==> src/rtl/fsg_pkg.sv <==
package fsg_pkg;

    typedef enum logic [1:0] {
        OP_PROG = 2'b00,
        OP_SSEC = 2'b01,
        OP_SEC  = 2'b10,
        OP_CHIP = 2'b11
    } op_kind_e;

    localparam int LVL_W = 3;

endpackage

==> src/rtl/fsg_prot_check.sv <==
module fsg_prot_check
    import fsg_pkg::*;
#(
    parameter int ADDR_W = 19,
    parameter int SSEC_W = 12,
    parameter int SEC_W  = 16
) (
    input  logic [LVL_W-1:0]  level_i,
    input  op_kind_e          kind_i,
    input  logic [ADDR_W-1:0] addr_i,
    output logic [ADDR_W-1:0] base_o,
    output logic              blocked_o
);
    localparam logic [ADDR_W-1:0] SSEC_MASK = {ADDR_W{1'b1}} << SSEC_W;
    localparam logic [ADDR_W-1:0] SEC_MASK  = {ADDR_W{1'b1}} << SEC_W;

    logic [2:0] eighth;
    logic [2:0] limit;
    logic       any_guard;
    logic       in_guard;

    always_comb begin
        case (kind_i)
            OP_SSEC: base_o = addr_i & SSEC_MASK;
            OP_SEC:  base_o = addr_i & SEC_MASK;
            OP_CHIP: base_o = '0;
            default: base_o = addr_i;
        endcase
    end

    assign eighth = base_o[ADDR_W-1 -: 3];

    always_comb begin
        any_guard = 1'b1;
        case (level_i)
            3'b000: begin limit = 3'd7; any_guard = 1'b0; end
            3'b001: limit = 3'd7;
            3'b010: limit = 3'd6;
            3'b011: limit = 3'd4;
            default: limit = 3'd0;
        endcase
    end

    assign in_guard  = any_guard && (eighth >= limit);
    assign blocked_o = (kind_i == OP_CHIP) ? (level_i != '0) : in_guard;

endmodule

==> src/rtl/fsg_op_timer.sv <==
module fsg_op_timer #(
    parameter int CNT_W = 8
) (
    input  logic             clk,
    input  logic             rst_n,
    input  logic             load_i,
    input  logic [CNT_W-1:0] dur_i,
    output logic             busy_o,
    output logic             done_o
);
    typedef struct packed {
        logic             busy;
        logic [CNT_W-1:0] cnt;
    } tmr_t;

    tmr_t t_d, t_q;

    assign done_o = t_q.busy && (t_q.cnt == CNT_W'(1));
    assign busy_o = t_q.busy;

    always_comb begin
        t_d = t_q;
        if (load_i) begin
            t_d.busy = 1'b1;
            t_d.cnt  = dur_i;
        end else if (done_o) begin
            t_d.busy = 1'b0;
            t_d.cnt  = '0;
        end else if (t_q.busy) begin
            t_d.cnt = t_q.cnt - CNT_W'(1);
        end
    end

    always_ff @(posedge clk or negedge rst_n) begin
        if (!rst_n) t_q <= '0;
        else        t_q <= t_d;
    end

endmodule

==> src/rtl/flash_stat_guard.sv <==
module flash_stat_guard
    import fsg_pkg::*;
#(
    parameter int ADDR_W   = 19,
    parameter int SSEC_W   = 12,
    parameter int SEC_W    = 16,
    parameter int CNT_W    = 8,
    parameter int DUR_PROG = 6,
    parameter int DUR_SSEC = 10,
    parameter int DUR_SEC  = 14,
    parameter int DUR_CHIP = 20,
    parameter int DUR_SRW  = 5
) (
    input  logic              clk,
    input  logic              rst_n,
    input  logic              wen_set_i,
    input  logic              wen_clr_i,
    input  logic              sr_wr_i,
    input  logic [7:0]        sr_wdata_i,
    input  logic              op_req_i,
    input  logic [1:0]        op_kind_i,
    input  logic [ADDR_W-1:0] op_addr_i,
    input  logic              wp_i,
    output logic [7:0]        status_o,
    output logic              busy_o,
    output logic              grant_o,
    output logic              reject_o,
    output logic [ADDR_W-1:0] op_base_o,
    output logic [1:0]        op_kind_o
);
    localparam logic [CNT_W-1:0] D_PROG = CNT_W'(DUR_PROG);
    localparam logic [CNT_W-1:0] D_SSEC = CNT_W'(DUR_SSEC);
    localparam logic [CNT_W-1:0] D_SEC  = CNT_W'(DUR_SEC);
    localparam logic [CNT_W-1:0] D_CHIP = CNT_W'(DUR_CHIP);
    localparam logic [CNT_W-1:0] D_SRW  = CNT_W'(DUR_SRW);

    typedef struct packed {
        logic              wen;
        logic [LVL_W-1:0]  level;
        logic              lock;
        logic              pend;
        logic [LVL_W-1:0]  pend_level;
        logic              pend_lock;
        logic              grant;
        logic              reject;
        logic [ADDR_W-1:0] base;
        op_kind_e          kind;
    } st_t;

    st_t s_d, s_q;

    op_kind_e          req_kind;
    logic [ADDR_W-1:0] req_base;
    logic              req_blocked;
    logic              tmr_busy;
    logic              tmr_done;
    logic              tmr_load;
    logic [CNT_W-1:0]  tmr_dur;
    logic [CNT_W-1:0]  kind_dur;

    assign req_kind = op_kind_e'(op_kind_i);

    fsg_prot_check #(
        .ADDR_W (ADDR_W),
        .SSEC_W (SSEC_W),
        .SEC_W  (SEC_W)
    ) u_prot (
        .level_i   (s_q.level),
        .kind_i    (req_kind),
        .addr_i    (op_addr_i),
        .base_o    (req_base),
        .blocked_o (req_blocked)
    );

    fsg_op_timer #(
        .CNT_W (CNT_W)
    ) u_tmr (
        .clk    (clk),
        .rst_n  (rst_n),
        .load_i (tmr_load),
        .dur_i  (tmr_dur),
        .busy_o (tmr_busy),
        .done_o (tmr_done)
    );

    always_comb begin
        case (req_kind)
            OP_SSEC: kind_dur = D_SSEC;
            OP_SEC:  kind_dur = D_SEC;
            OP_CHIP: kind_dur = D_CHIP;
            default: kind_dur = D_PROG;
        endcase
    end

    always_comb begin
        s_d      = s_q;
        s_d.grant  = 1'b0;
        s_d.reject = 1'b0;
        tmr_load = 1'b0;
        tmr_dur  = '0;

        if (tmr_done) begin
            s_d.wen = 1'b0;
            if (s_q.pend) begin
                s_d.level = s_q.pend_level;
                s_d.lock  = s_q.pend_lock;
                s_d.pend  = 1'b0;
            end
        end

        if (op_req_i) begin
            if (tmr_busy || !s_q.wen || req_blocked) begin
                s_d.reject = 1'b1;
            end else begin
                s_d.grant = 1'b1;
                s_d.base  = req_base;
                s_d.kind  = req_kind;
                tmr_load  = 1'b1;
                tmr_dur   = kind_dur;
            end
        end else if (sr_wr_i) begin
            if (tmr_busy || !s_q.wen || (s_q.lock && !wp_i)) begin
                s_d.reject = 1'b1;
            end else begin
                s_d.grant      = 1'b1;
                s_d.pend       = 1'b1;
                s_d.pend_level = sr_wdata_i[4:2];
                s_d.pend_lock  = sr_wdata_i[7];
                tmr_load       = 1'b1;
                tmr_dur        = D_SRW;
            end
        end else if (wen_clr_i) begin
            if (!tmr_busy) s_d.wen = 1'b0;
        end else if (wen_set_i) begin
            if (!tmr_busy) s_d.wen = 1'b1;
        end
    end

    always_ff @(posedge clk or negedge rst_n) begin
        if (!rst_n) begin
            s_q <= '0;
        end else begin
            s_q <= s_d;
        end
    end

    assign status_o  = {s_q.lock, 2'b00, s_q.level, s_q.wen, tmr_busy};
    assign busy_o    = tmr_busy;
    assign grant_o   = s_q.grant;
    assign reject_o  = s_q.reject;
    assign op_base_o = s_q.base;
    assign op_kind_o = s_q.kind;

endmodule

==> config.mk <==
export PLATFORM = sky130hd
export DESIGN_NAME = flash_stat_guard
export DESIGN_NICKNAME = d
export VERILOG_FILES = /design/src/rtl/fsg_pkg.sv /design/src/rtl/fsg_prot_check.sv /design/src/rtl/fsg_op_timer.sv /design/src/rtl/flash_stat_guard.sv
export SDC_FILE = /design/constraint.sdc
export NUM_CORES = 1
export LEC_CHECK = 0
export ABC_AREA = 1
export CORE_AREA = 2 2 74 76
export DETAILED_ROUTE_END_ITERATION = 7
export DIE_AREA = 0 0 76 78
export PLACE_DENSITY_LB_ADDON = 0.25
export SLEW_MARGIN = 40
export SYNTH_ARGS = -nofsm -noshare
export SYNTH_HDL_FRONTEND = slang
export SYNTH_SLANG_ARGS = --single-unit
==> constraint.sdc <==
create_clock -name clk -period 1.9 [get_ports clk]
set_input_delay 0.38 -clock clk [delete_from_list [all_inputs] [get_ports clk]]
set_output_delay 0.38 -clock clk [all_outputs]
set_load 0.02 [all_outputs]
## Word level (Yosys, flattened, before mapping)

Cells that the tools add are included.

- Bits of input ports: 36
- Bits in registers: 42
- Output and inout port bits: 32

- Bitwise gates (word level): 3
- Add/subtract/negate cells: 1
- Muxes and demuxes: 31
- Magnitude comparators: 1
- Reduce and logical (&&, ||, !) cells: 16
- Eq/ne operators: 7

Operators with widths:

| cell | number |
|---|---|
| $pmux W19 S3 | 1 |
| $mux W8 | 4 |
| $mux W1 | 15 |
| $pmux W5 S3 | 1 |
| $mux W6 | 2 |
| $mux W5 | 2 |
| $mux W9 | 1 |
| $pmux W3 S3 | 1 |
| $eq A8 B1 Y1 const B | 1 |
| $sub A8 B1 Y8 const B | 1 |
| $mux W7 | 1 |
| $eq A3 B2 Y1 const B | 2 |
| $mux W3 | 2 |
| $reduce_bool A3 Y1 | 2 |
| $eq A2 B2 Y1 const B | 2 |
| $reduce_and A2 Y1 | 2 |
| $eq A3 B1 Y1 const B | 1 |
| $ge A3 B3 Y1 | 1 |
| $logic_and A1 B1 Y1 | 3 |
| $logic_not A3 Y1 | 1 |
| $logic_or A1 B1 Y1 | 3 |
| $not A1 Y1 | 3 |
| $reduce_and A3 Y1 | 1 |
| $eq A2 B1 Y1 const B | 1 |
| other kinds (4) | 5 |

## Depth between registers and ports, before layout

Gate-level depths: netlist of run 1.

- Word-level depth: 10
- Mapped depth: 20

## By module

Synthesis of run 1 repeated with hierarchy kept, for this count alone.

- Cell total of the unflattened synthesis: 325
- Area total of the unflattened synthesis: 2575.0 sq um

Modules (own cells, without submodules):

| module | area an instance (sq um) | cells each | sequential area each (sq um) | instances |
|---|---|---|---|---|
| flash_stat_guard | 1657.8 | 193 | 825.8 | 1 |
| fsg_op_timer | 626.9 | 74 | 225.2 | 1 |
| fsg_prot_check | 290.3 | 58 | 0.0 | 1 |

## Least setup slack after synthesis of run 1

OpenSTA, ideal clock, no wires.

- Path kind: input -> register
- Start point: in op_kind_i[0]
- End point: reg u_tmr.t_q[2] (netlist bit)
- Data arrival time: 2.045 ns
- Stages: 18
- Setup time: 0.116 ns
- Path slack: -0.262 ns
- Required time: 1.784 ns
- Buffers on the path: 0
- Path through: inv_1 > ha_1 > nor2_1 > inv_1 > nor2_1 > nor2_1 > ha_1 > nand2_1 > nand2_1 > nand2_1 > nand2_1 > nand2_1 > nand2_2 > nand2_2 > nor2_4 > inv_1 > nand2_1 > nand2_1

- Word-level cells in the longest chain between the ends: 9

RTL lines:

| what | RTL line | source |
|---|---|---|
| from (decl) | flash_stat_guard.sv:21 | `input logic [1:0] op_kind_i,` |
| $eq A2 B2 Y1 or $eq A2 B1 Y1 (tied branches) | fsg_prot_check.sv:23 | `case (kind_i)` |
| $pmux W19 S3 (*) | fsg_prot_check.sv:23 |  |
| net req_base[17] | flash_stat_guard.sv:53 | `logic [ADDR_W-1:0] req_base;` |
| $ge A3 B3 Y1 (*) | fsg_prot_check.sv:44 | `assign in_guard = any_guard && (eighth >= limit);` |
| $logic_and A1 B1 Y1 (*) | fsg_prot_check.sv:44 |  |
| $mux W1 (*) | fsg_prot_check.sv:45 | `assign blocked_o = (kind_i == OP_CHIP) ? (level_i != '0) : in_guard;` |
| $logic_or A1 B1 Y1 (*) | flash_stat_guard.sv:112 | `if (tmr_busy \|\| !s_q.wen \|\| req_blocked) begin` |
| $mux W1 or $mux W8 (tied branches) | flash_stat_guard.sv:112 |  |
| $mux W1 or $mux W8 (tied branches) | flash_stat_guard.sv:111 | `if (op_req_i) begin` |
| $reduce_bool A3 Y1 (no source line) or $mux W9 (tied branches) | - |  |
| to (signal assigned) | fsg_op_timer.sv:36 | `else t_q <= t_d;` |
| to (decl) | fsg_op_timer.sv:16 | `tmr_t t_d, t_q;` |

Mark *: on every way through the listed nets, which the timed path passes. The rest lies on a longest branch.
A chain may end at the register's enable or synchronous reset.

## Worst setup path in the final report of run 1

- Start point: in op_kind_i[1]
- End point: reg u_tmr.t_q[1] (netlist bit)

- Word-level cells in the longest chain between the ends: 9

RTL lines:

| what | RTL line |
|---|---|
| $eq A2 B2 Y1 (tied with other cells) | fsg_prot_check.sv:23, fsg_prot_check.sv:45, flash_stat_guard.sv:87 |
| $pmux W19 S3 | fsg_prot_check.sv:23 |
| $ge A3 B3 Y1 | fsg_prot_check.sv:44 |
| $logic_and A1 B1 Y1 | fsg_prot_check.sv:44 |
| $mux W1 | fsg_prot_check.sv:45 |
| $logic_or A1 B1 Y1 | flash_stat_guard.sv:112 |
| $mux W1 or $mux W8 (tied branches) | flash_stat_guard.sv:112 |
| $mux W1 or $mux W8 (tied branches) | flash_stat_guard.sv:111 |
| $reduce_bool A3 Y1 (no source line) or $mux W9 (tied branches) | - |

Several ways; a longest one is shown, not always the timed one.

==> results of run 1 <==
## cell type report
type,count,area (um2),share of cell area
flip-flops and latches,42,1051,0.2987
repair buffers,93,964.7,0.2742
multi-input cells,184,1195,0.3396
clock inverters,2,12.51,0.003556
inverters,28,125.1,0.03556
clock buffers,6,82.58,0.02347
well taps,70,87.58,0.02489
## through the flow
stage	cell area (um2)	setup slack, ns	instances
floorplan	2434	-0.1235	289
global placement	3010	-0.9200	401
detailed placement	3010	-1.027	401
CTS	3159	-0.002059	414
global route	3518	-0.2543	425
finish	3518	-0.1691	425
## cell usage after synthesis
master	count
nand2_1	94
dfrtp_1	42
buf_4	29
inv_1	26
nor2_1	20
o21ai_0	19
ha_1	11
nand3_1	10
clkbuf_1	5
mux2_4	4
xor2_1	4
nand2_2	3
a21oi_1	2
buf_6	2
inv_2	2
nand4_1	2
nor2_4	2
nor3_1	2
xnor2_1	2
a22oi_1	1
buf_2	1
conb_1	1
nand2_4	1
nor3_4	1
o21ai_1	1
or2_2	1
## sequential cells by signal, indices dropped and copies added (netlist names)
signal        flops
u_tmr.busy_o      1
u_tmr.t_q         8
op_kind_o         2
reject_o          1
s_q               5
status_o          5
op_base_o        19
grant_o           1
## kinds of logic after synthesis
family                   Yosys count  synth area share
AO/OA/AOI/OAI                     23           0.04968
buffers and inverters             65            0.1559
other                              1          0.001584
adder cells (fa/ha/maj)           11           0.05814
AND/OR/NAND/NOR                  136            0.2431
flip-flops                        42            0.4440
XOR/XNOR                           6           0.02220
multiplexers                       4           0.02537
## worst register-to-register path, delay by kind of cell, from the launching register on
kind,cells,cell delay (ns)
simple gates,11,1.14
buf+inv,2,0.10
flops,1,0.42
fa+ha+maj,1,0.25
## cell usage in the layout (no fill, tap or decap), types with 2 or more instances in the layout
cell and n:
dfrtp_1 42, clkdlybuf4s50_1 57, nand3_2 5, o21ai_2 7
nor3_1 2, nand2_8 2, inv_2 4, clkbuf_16 3
buf_6 4, nand2_4 7, nor2_1 15, buf_4 22
o21ai_1 10, ha_1 8, ha_4 3, nand2_2 14
nand4_1 2, xnor2_1 2, inv_1 21, o21ai_0 3
clkbuf_8 6, conb_1 2, mux2_4 4, nand2_1 76
xor2_1 4, nand3_1 5, buf_12 4, a21oi_1 2
nor2_4 7
## path summary, 6_finish.rpt
check	from	end	slack [ns]
min	rst_n	op_base_o[13]	0.14
max reg2reg	status_o[3]	u_tmr.t_q[1]	-0.07
max	op_kind_i[1]	u_tmr.t_q[1]	-0.17
min in group clk	op_kind_i[0]	op_kind_o[0]	0.46
min reg2reg	s_q[25]	s_q[25]	0.49
max in group asynchronous	rst_n	reject_o	1.40
## power by group through the flow
| stage | clock network [mW] | registers (mW) | logic [mW] |
|---|---|---|---|
| detailed placement | 0 | 1.59 | 2.21 |
| floorplan | 0 | 1.54 | 1.70 |
| global placement | 0 | 1.58 | 2.17 |
| global route | 0.655 | 1.68 | 2.91 |
| CTS | 0.619 | 1.58 | 2.25 |
| finish | 0.605 | 1.62 | 2.68 |
## metal layers
layer  track usage  share of wire  vias to the layer above
met4       0.03818         0.0075                        0
li1              -              -                      993
met3       0.05930          0.049                        7
met2        0.3107           0.55                       59
met1        0.2108           0.39                      990
met5             0              0                        -
## repair_timing
| action | 4_1_cts | 5_1_grt |
|---|---|---|
| gates resized for setup | 20 | 67 |
| pin swaps | 7 | 21 |
| setup endpoints to repair | 32 | 31 |
| cloned | 1 | 7 |
| buffers inserted | 4 | 5 |
==> flow_summary.json, run 1 <==
{
  "syn_inst": 288,
  "die_w_um": 76,
  "synth.distinct_cells": 26,
  "drt_iter0_markers": 121,
  "status": "finished, violations left",
  "drive_above_1_share": 0.2873,
  "grt_pass1_wl_um": 8404,
  "syn_to_final_growth_pct": 48.63,
  "hold_violations": 0,
  "fin_worst_skew_ns": 0.006160,
  "hpwl_um": 3581,
  "worst_pin_slew_ns": 0.7160,
  "crit_family": "simple AND/OR/NAND/NOR gates",
  "grt_max_degree": 43,
  "relSlewSlack": 0.5209,
  "fin_util": 0.6978,
  "fmax_ghz": 0.4833,
  "reg2reg_depth": 14,
  "antenna_left": 0,
  "setup_slack_ns": -0.1691,
  "firstDrtPassIters": 4,
  "cts.path.max_buffers": 2,
  "dieArea_um2": 5928,
  "share_seq_of_total_power": 0.331,
  "combPwrFrac": 0.546,
  "crit_path_cell_trace": "buf_12 -> inv_12 -> ha_4 -> nor2_4 -> inv_2 -> o21ai_2 -> ha_1 -> inv_1 -> nand2_1 -> nand2_1 -> nand2_1 -> nand2_1 -> nand2_2 -> nand2_4 -> nand2_4 -> or2_4 -> nand2_2 -> nand2_1 -> inv_1",
  "antennaDiodeCount": 0,
  "clkTransAtPathRegs_ns": 0.08,
  "die_h_um": 78,
  "setup_viol": 31,
  "path_buf_inv": 5,
  "insertion_delay_ns": 0.29,
  "coreArea_um2": 5042,
  "synth_area_um2": 2367,
  "seq_area_frac_synth": 0.4440,
  "antenna_found_initial": 0,
  "irDropWorstVdd_v": 0.0006272,
  "io-pin-count": 68,
  "port_buffers": 61,
  "synth_top_cell_area_share": 0.4440,
  "critPathMaxFanout": 5,
  "nets": 401,
  "slew_violations": 0,
  "post_drt_wl_per_cell_um": 14.20,
  "cts_buffers": 5,
  "yosys.area.top_type": "dfrtp_1",
  "powerDensity_nw_per_um2": 1394,
  "track_usage": 0.1765,
  "crit_path_frequent_cell": "nand2_1",
  "power_frac_clock": 0.123,
  "cts_tree": "done",
  "crit_slowest_cell": "or2_4",
  "power.internal_mw": 2.861,
  "finalCritPeriodShare": 1.089,
  "hp-class": "in2async",
  "htreeDepth": 2,
  "leakage_nw": 1.696,
  "violations": "setup timing",
  "setup.worst_path.class": "in2reg",
  "worstPathArrival_ns": 2.31,
  "finalSetupTns_ns": -3.334,
  "grt_pass1_vias": 1872,
  "wirelength_um": 6034,
  "avgSynthCellArea_um2": 8.220,
  "place_congestion": 0.7724,
  "cts_root_buf": "clkbuf_8",
  "vias": 2049,
  "p_sw_mw": 2.045,
  "drc_errors": 0,
  "vias_per_cell": 4.821,
  "grt_overflow": 0,
  "critPathMaxStageDelay_ns": 0.31,
  "yosysWarnings": 0,
  "whs_ns": 0.1351,
  "final.fill_count": 374,
  "critPathCaptureType": "flop",
  "synth_area_leaders": "dfrtp_1 (44%), nand2_1 (15%), buf_4 (9.2%), ha_1 (5.8%), inv_1 (4.1%)",
  "drv_cap": 0,
  "hold_buffers": 0,
  "crit_cells": 19,
  "cp-start-kind": "input pin",
  "rsz0062_at_grt": "yes",
  "num_rows": 26,
  "start_util": 0.4695,
  "finalCriticalPeriod_ns": 2.069,
  "numClockSinks": 42,
  "switching_share": 0.4168,
  "cp_data_required_time_ns": 2.14,
  "ys_ff_latch": 42,
  "total_power_mw": 4.906
}
(Power assumes the default switching activity.)
==> run 2, diff against run 1 <==
--- a/config.mk
+++ b/config.mk
@@ -6,7 +6,9 @@
 export NUM_CORES = 1
 export LEC_CHECK = 0
 export ABC_AREA = 1
+export CAP_MARGIN = 20
 export CORE_AREA = 2 2 74 76
+export CTS_CLUSTER_DIAMETER = 120
 export DETAILED_ROUTE_END_ITERATION = 7
 export DIE_AREA = 0 0 76 78
 export PLACE_DENSITY_LB_ADDON = 0.25
==> results of run 2 <==
The final DEF is identical to that of run 1; final timing and power are the same.
==> run 3, diff against run 2 <==
--- a/config.mk
+++ b/config.mk
@@ -7,12 +7,13 @@
 export LEC_CHECK = 0
 export ABC_AREA = 1
 export CAP_MARGIN = 20
-export CORE_AREA = 2 2 74 76
+export CORE_AREA = 2 2 76 78
 export CTS_CLUSTER_DIAMETER = 120
 export DETAILED_ROUTE_END_ITERATION = 7
-export DIE_AREA = 0 0 76 78
+export DIE_AREA = 0 0 78 80
 export PLACE_DENSITY_LB_ADDON = 0.25
 export SLEW_MARGIN = 40
 export SYNTH_ARGS = -nofsm -noshare
 export SYNTH_HDL_FRONTEND = slang
+export SYNTH_HIERARCHICAL = 1
 export SYNTH_SLANG_ARGS = --single-unit
==> run 3 against run 2 <==
Effect of this change:
- the flow still finishes with violations (setup timing)
- worst hold slack worse by 0.10 ns
- worst setup slack improved by 0.014 ns
- clock-buffer cell count unchanged
==> flow_summary.json, run 3 <==
{
  "synth.distinct_cells": 31,
  "setup_viol": 9,
  "clkTransAtPathRegs_ns": 0.08,
  "yosys.cell_count.top_type": "nand2_1",
  "synth-edff-count": 0,
  "yosys.area_share.xor_xnor": 0.01020,
  "p_sw_mw": 2.246,
  "port_buffers": 61,
  "yosysWarnings": 6,
  "critPathCaptureType": "flop",
  "die_h_um": 80,
  "antenna_left": 0,
  "track_usage": 0.1907,
  "power.internal_mw": 3.062,
  "crit_slowest_cell": "dfrtp_1",
  "reg2reg_to": "u_tmr/t_q[5]",
  "critPathMaxStageDelay_ns": 0.42,
  "setup_slack_ns": -0.1546,
  "num_rows": 27,
  "hpwl_um": 4031,
  "drt_iter0_markers": 123,
  "synth_top_cell_area_share": 0.4082,
  "synth_compound_area_frac": 0.05102,
  "finalCritPeriodShare": 1.081,
  "post_drt_wl_per_cell_um": 12.50,
  "vias_per_cell": 4.717,
  "cts_root_buf": "clkbuf_8",
  "start_util": 0.4764,
  "worstPathArrival_ns": 2.23,
  "critPathMaxFanout": 6,
  "path_buf_inv": 2,
  "antennaDiodeCount": 0,
  "switching_share": 0.4231,
  "avgSynthCellArea_um2": 7.923,
  "power_frac_clock": 0.135,
  "numClockSinks": 42,
  "vias": 2151,
  "yosys.area.top_type": "dfrtp_1",
  "cts.path.max_buffers": 2,
  "synth_area_um2": 2575,
  "antenna_found_initial": 0,
  "insertion_delay_ns": 0.29,
  "seq_area_frac_synth": 0.4082,
  "ys_top_cells_by_count": "nand2_1 (87), dfrtp_1 (42), inv_1 (39)",
  "layout_commonest_cell": "nand2_1",
  "synth_mux_area_frac": 0,
  "grt_pass1_vias": 2037,
  "crit_end": "u_tmr/t_q[5]",
  "firstDrtPassIters": 4,
  "cp_data_required_time_ns": 2.08,
  "crit_cells": 15,
  "synth-main-ff-cell": "dfrtp_1",
  "r2r_slack_ns": -0.15,
  "combPwrFrac": 0.551,
  "crit_family": "simple AND/OR/NAND/NOR gates",
  "setup.worst_path.class": "reg2reg",
  "final_cell_mix": "nand2_1 (85), clkdlybuf4s50_1 (54), dfrtp_1 (41)",
  "syn_inst": 325,
  "nets": 428,
  "fin_worst_skew_ns": 0.008661,
  "crit_path_frequent_cell": "nand2_4",
  "powerDensity_nw_per_um2": 1556,
  "grt_overflow": 0,
  "drive_above_1_share": 0.2161,
  "yosys.area_share.simple": 0.3178,
  "placed_cells": 442,
  "crit_start": "status_o[4]",
  "syn_to_final_growth_pct": 32.51,
  "grt_pass1_wl_um": 9418,
  "worstReg2RegStart": "status_o[4]",
  "ys_ff_latch": 42,
  "io-pin-count": 68,
  "grt_max_degree": 24,
  "cts_tree": "done",
  "violations": "setup timing",
  "reg2reg_depth": 15,
  "finalNonFillerCells": 456,
  "dieArea_um2": 6240,
  "whs_ns": 0.03555,
  "yosys.area_share.adder": 0.03887,
  "wirelength_um": 5698,
  "synth_area_leaders": "dfrtp_1 (41%), nand2_1 (13%), buf_4 (8.5%), nand3_1 (6.2%), inv_1 (5.7%)",
  "fmax_ghz": 0.4867,
  "drc_errors": 0,
  "cts_buffers": 5,
  "coreArea_um2": 5405,
  "die_w_um": 78,
  "finalCriticalPeriod_ns": 2.055,
  "leakage_nw": 1.757,
  "cp-start-kind": "flop",
  "drv_cap": 0,
  "largest_reg_flops": 19,
  "htreeDepth": 2,
  "hp-class": "in2async",
  "crit_path_cell_trace": "nor2_2 -> nor2_1 -> ha_1 -> nand2_1 -> a21oi_2 -> nor2_1 -> nor2_2 -> nor2_4 -> nand2_4 -> nand2_4 -> inv_4 -> nand2_4 -> inv_6 -> a22oi_2 -> o21ai_2",
  "synth_top_family_by_area": "simple AND/OR/NAND/NOR gates",
  "async_flop_share": 1.000,
  "irDropWorstVdd_v": 0.0009776,
  "slew_violations": 0,
  "rsz0062_at_grt": "yes",
  "share_seq_of_total_power": 0.313,
  "place_congestion": 0.8565,
  "hold_violations": 0,
  "status": "finished, violations left"
}
==> run 3: kinds of logic (layout without fill, tap and decap cells) <==
| family | Yosys count | after routing |
|---|---|---|
| buf+inv | 80 | 135 |
| fa+ha+maj | 8 | 8 |
| flops | 42 | 42 |
| other cells | 1 | 5 |
| simple gates | 173 | 173 |
| xor+xnor | 3 | 3 |
| compound gates | 18 | 18 |
==> run 3: timing repair <==
action	4_1_cts	5_1_grt
buffers inserted	5	2
gates resized for setup	24	1
pin swaps	17	2
endpoints found under the setup margin	34	31
hold buffers	0	0
==> run 3: final cells by class <==
cell class | count | area, um2
multi-input cells | 207 | 1179
repair buffers | 86 | 813.3
clock inverters | 1 | 30.03
clock buffers | 6 | 82.58
fillers | 479 | 1993
flip-flops and latches | 42 | 1052
inverters | 42 | 165.2
well taps | 72 | 90.09
==> run 3: stage by stage <==
stage / instance area, um2 / total power [mW] / setup TNS, ns / setup WS (ns) / util
finish: 3412 / 5.308 / -1.131 / -0.1546 / 0.6313
global route: 3412 / 5.701 / -3.920 / -0.2892 / 0.6313
CTS: 3393 / 5.282 / -0.5904 / -0.09960 / 0.6278
detailed placement: 3189 / 4.441 / -17.09 / -0.7282 / 0.5900
global placement: 3189 / 4.378 / -15.71 / -0.6777 / 0.5900
floorplan: 2633 / 3.737 / -2.061 / -0.2520 / -
==> run 3: how the worst min path moves through the flow <==
stage,from,end,slack (ns),cells after the start
finish,rst_n,op_base_o[15],0.04,1
global route,rst_n,op_base_o[15],0.06,1
CTS,rst_n,op_base_o[15],0.05,1
detailed placement,rst_n,op_base_o[15],0.37,1
global placement,rst_n,op_base_o[15],0.37,1
floorplan,rst_n,grant_o,0.08,0
==> run 3: power groups by stage <==
stage | Sequential (mW) | Clock (mW) | Combinational (mW)
after floorplan | 1.64 | 0 | 2.10
after global placement | 1.66 | 0 | 2.72
after detailed placement | 1.67 | 0 | 2.77
after CTS | 1.67 | 0.736 | 2.88
after global routing | 1.72 | 0.775 | 3.20
final | 1.66 | 0.719 | 2.93
==> run 3: metal layers <==
metal	track usage	part of all wire	wire length [um]
met4	0.06316	0.018	101
met1	0.2556	0.45	2537
met2	0.3112	0.48	2759
met3	0.03620	0.052	299
met5	0	0	0
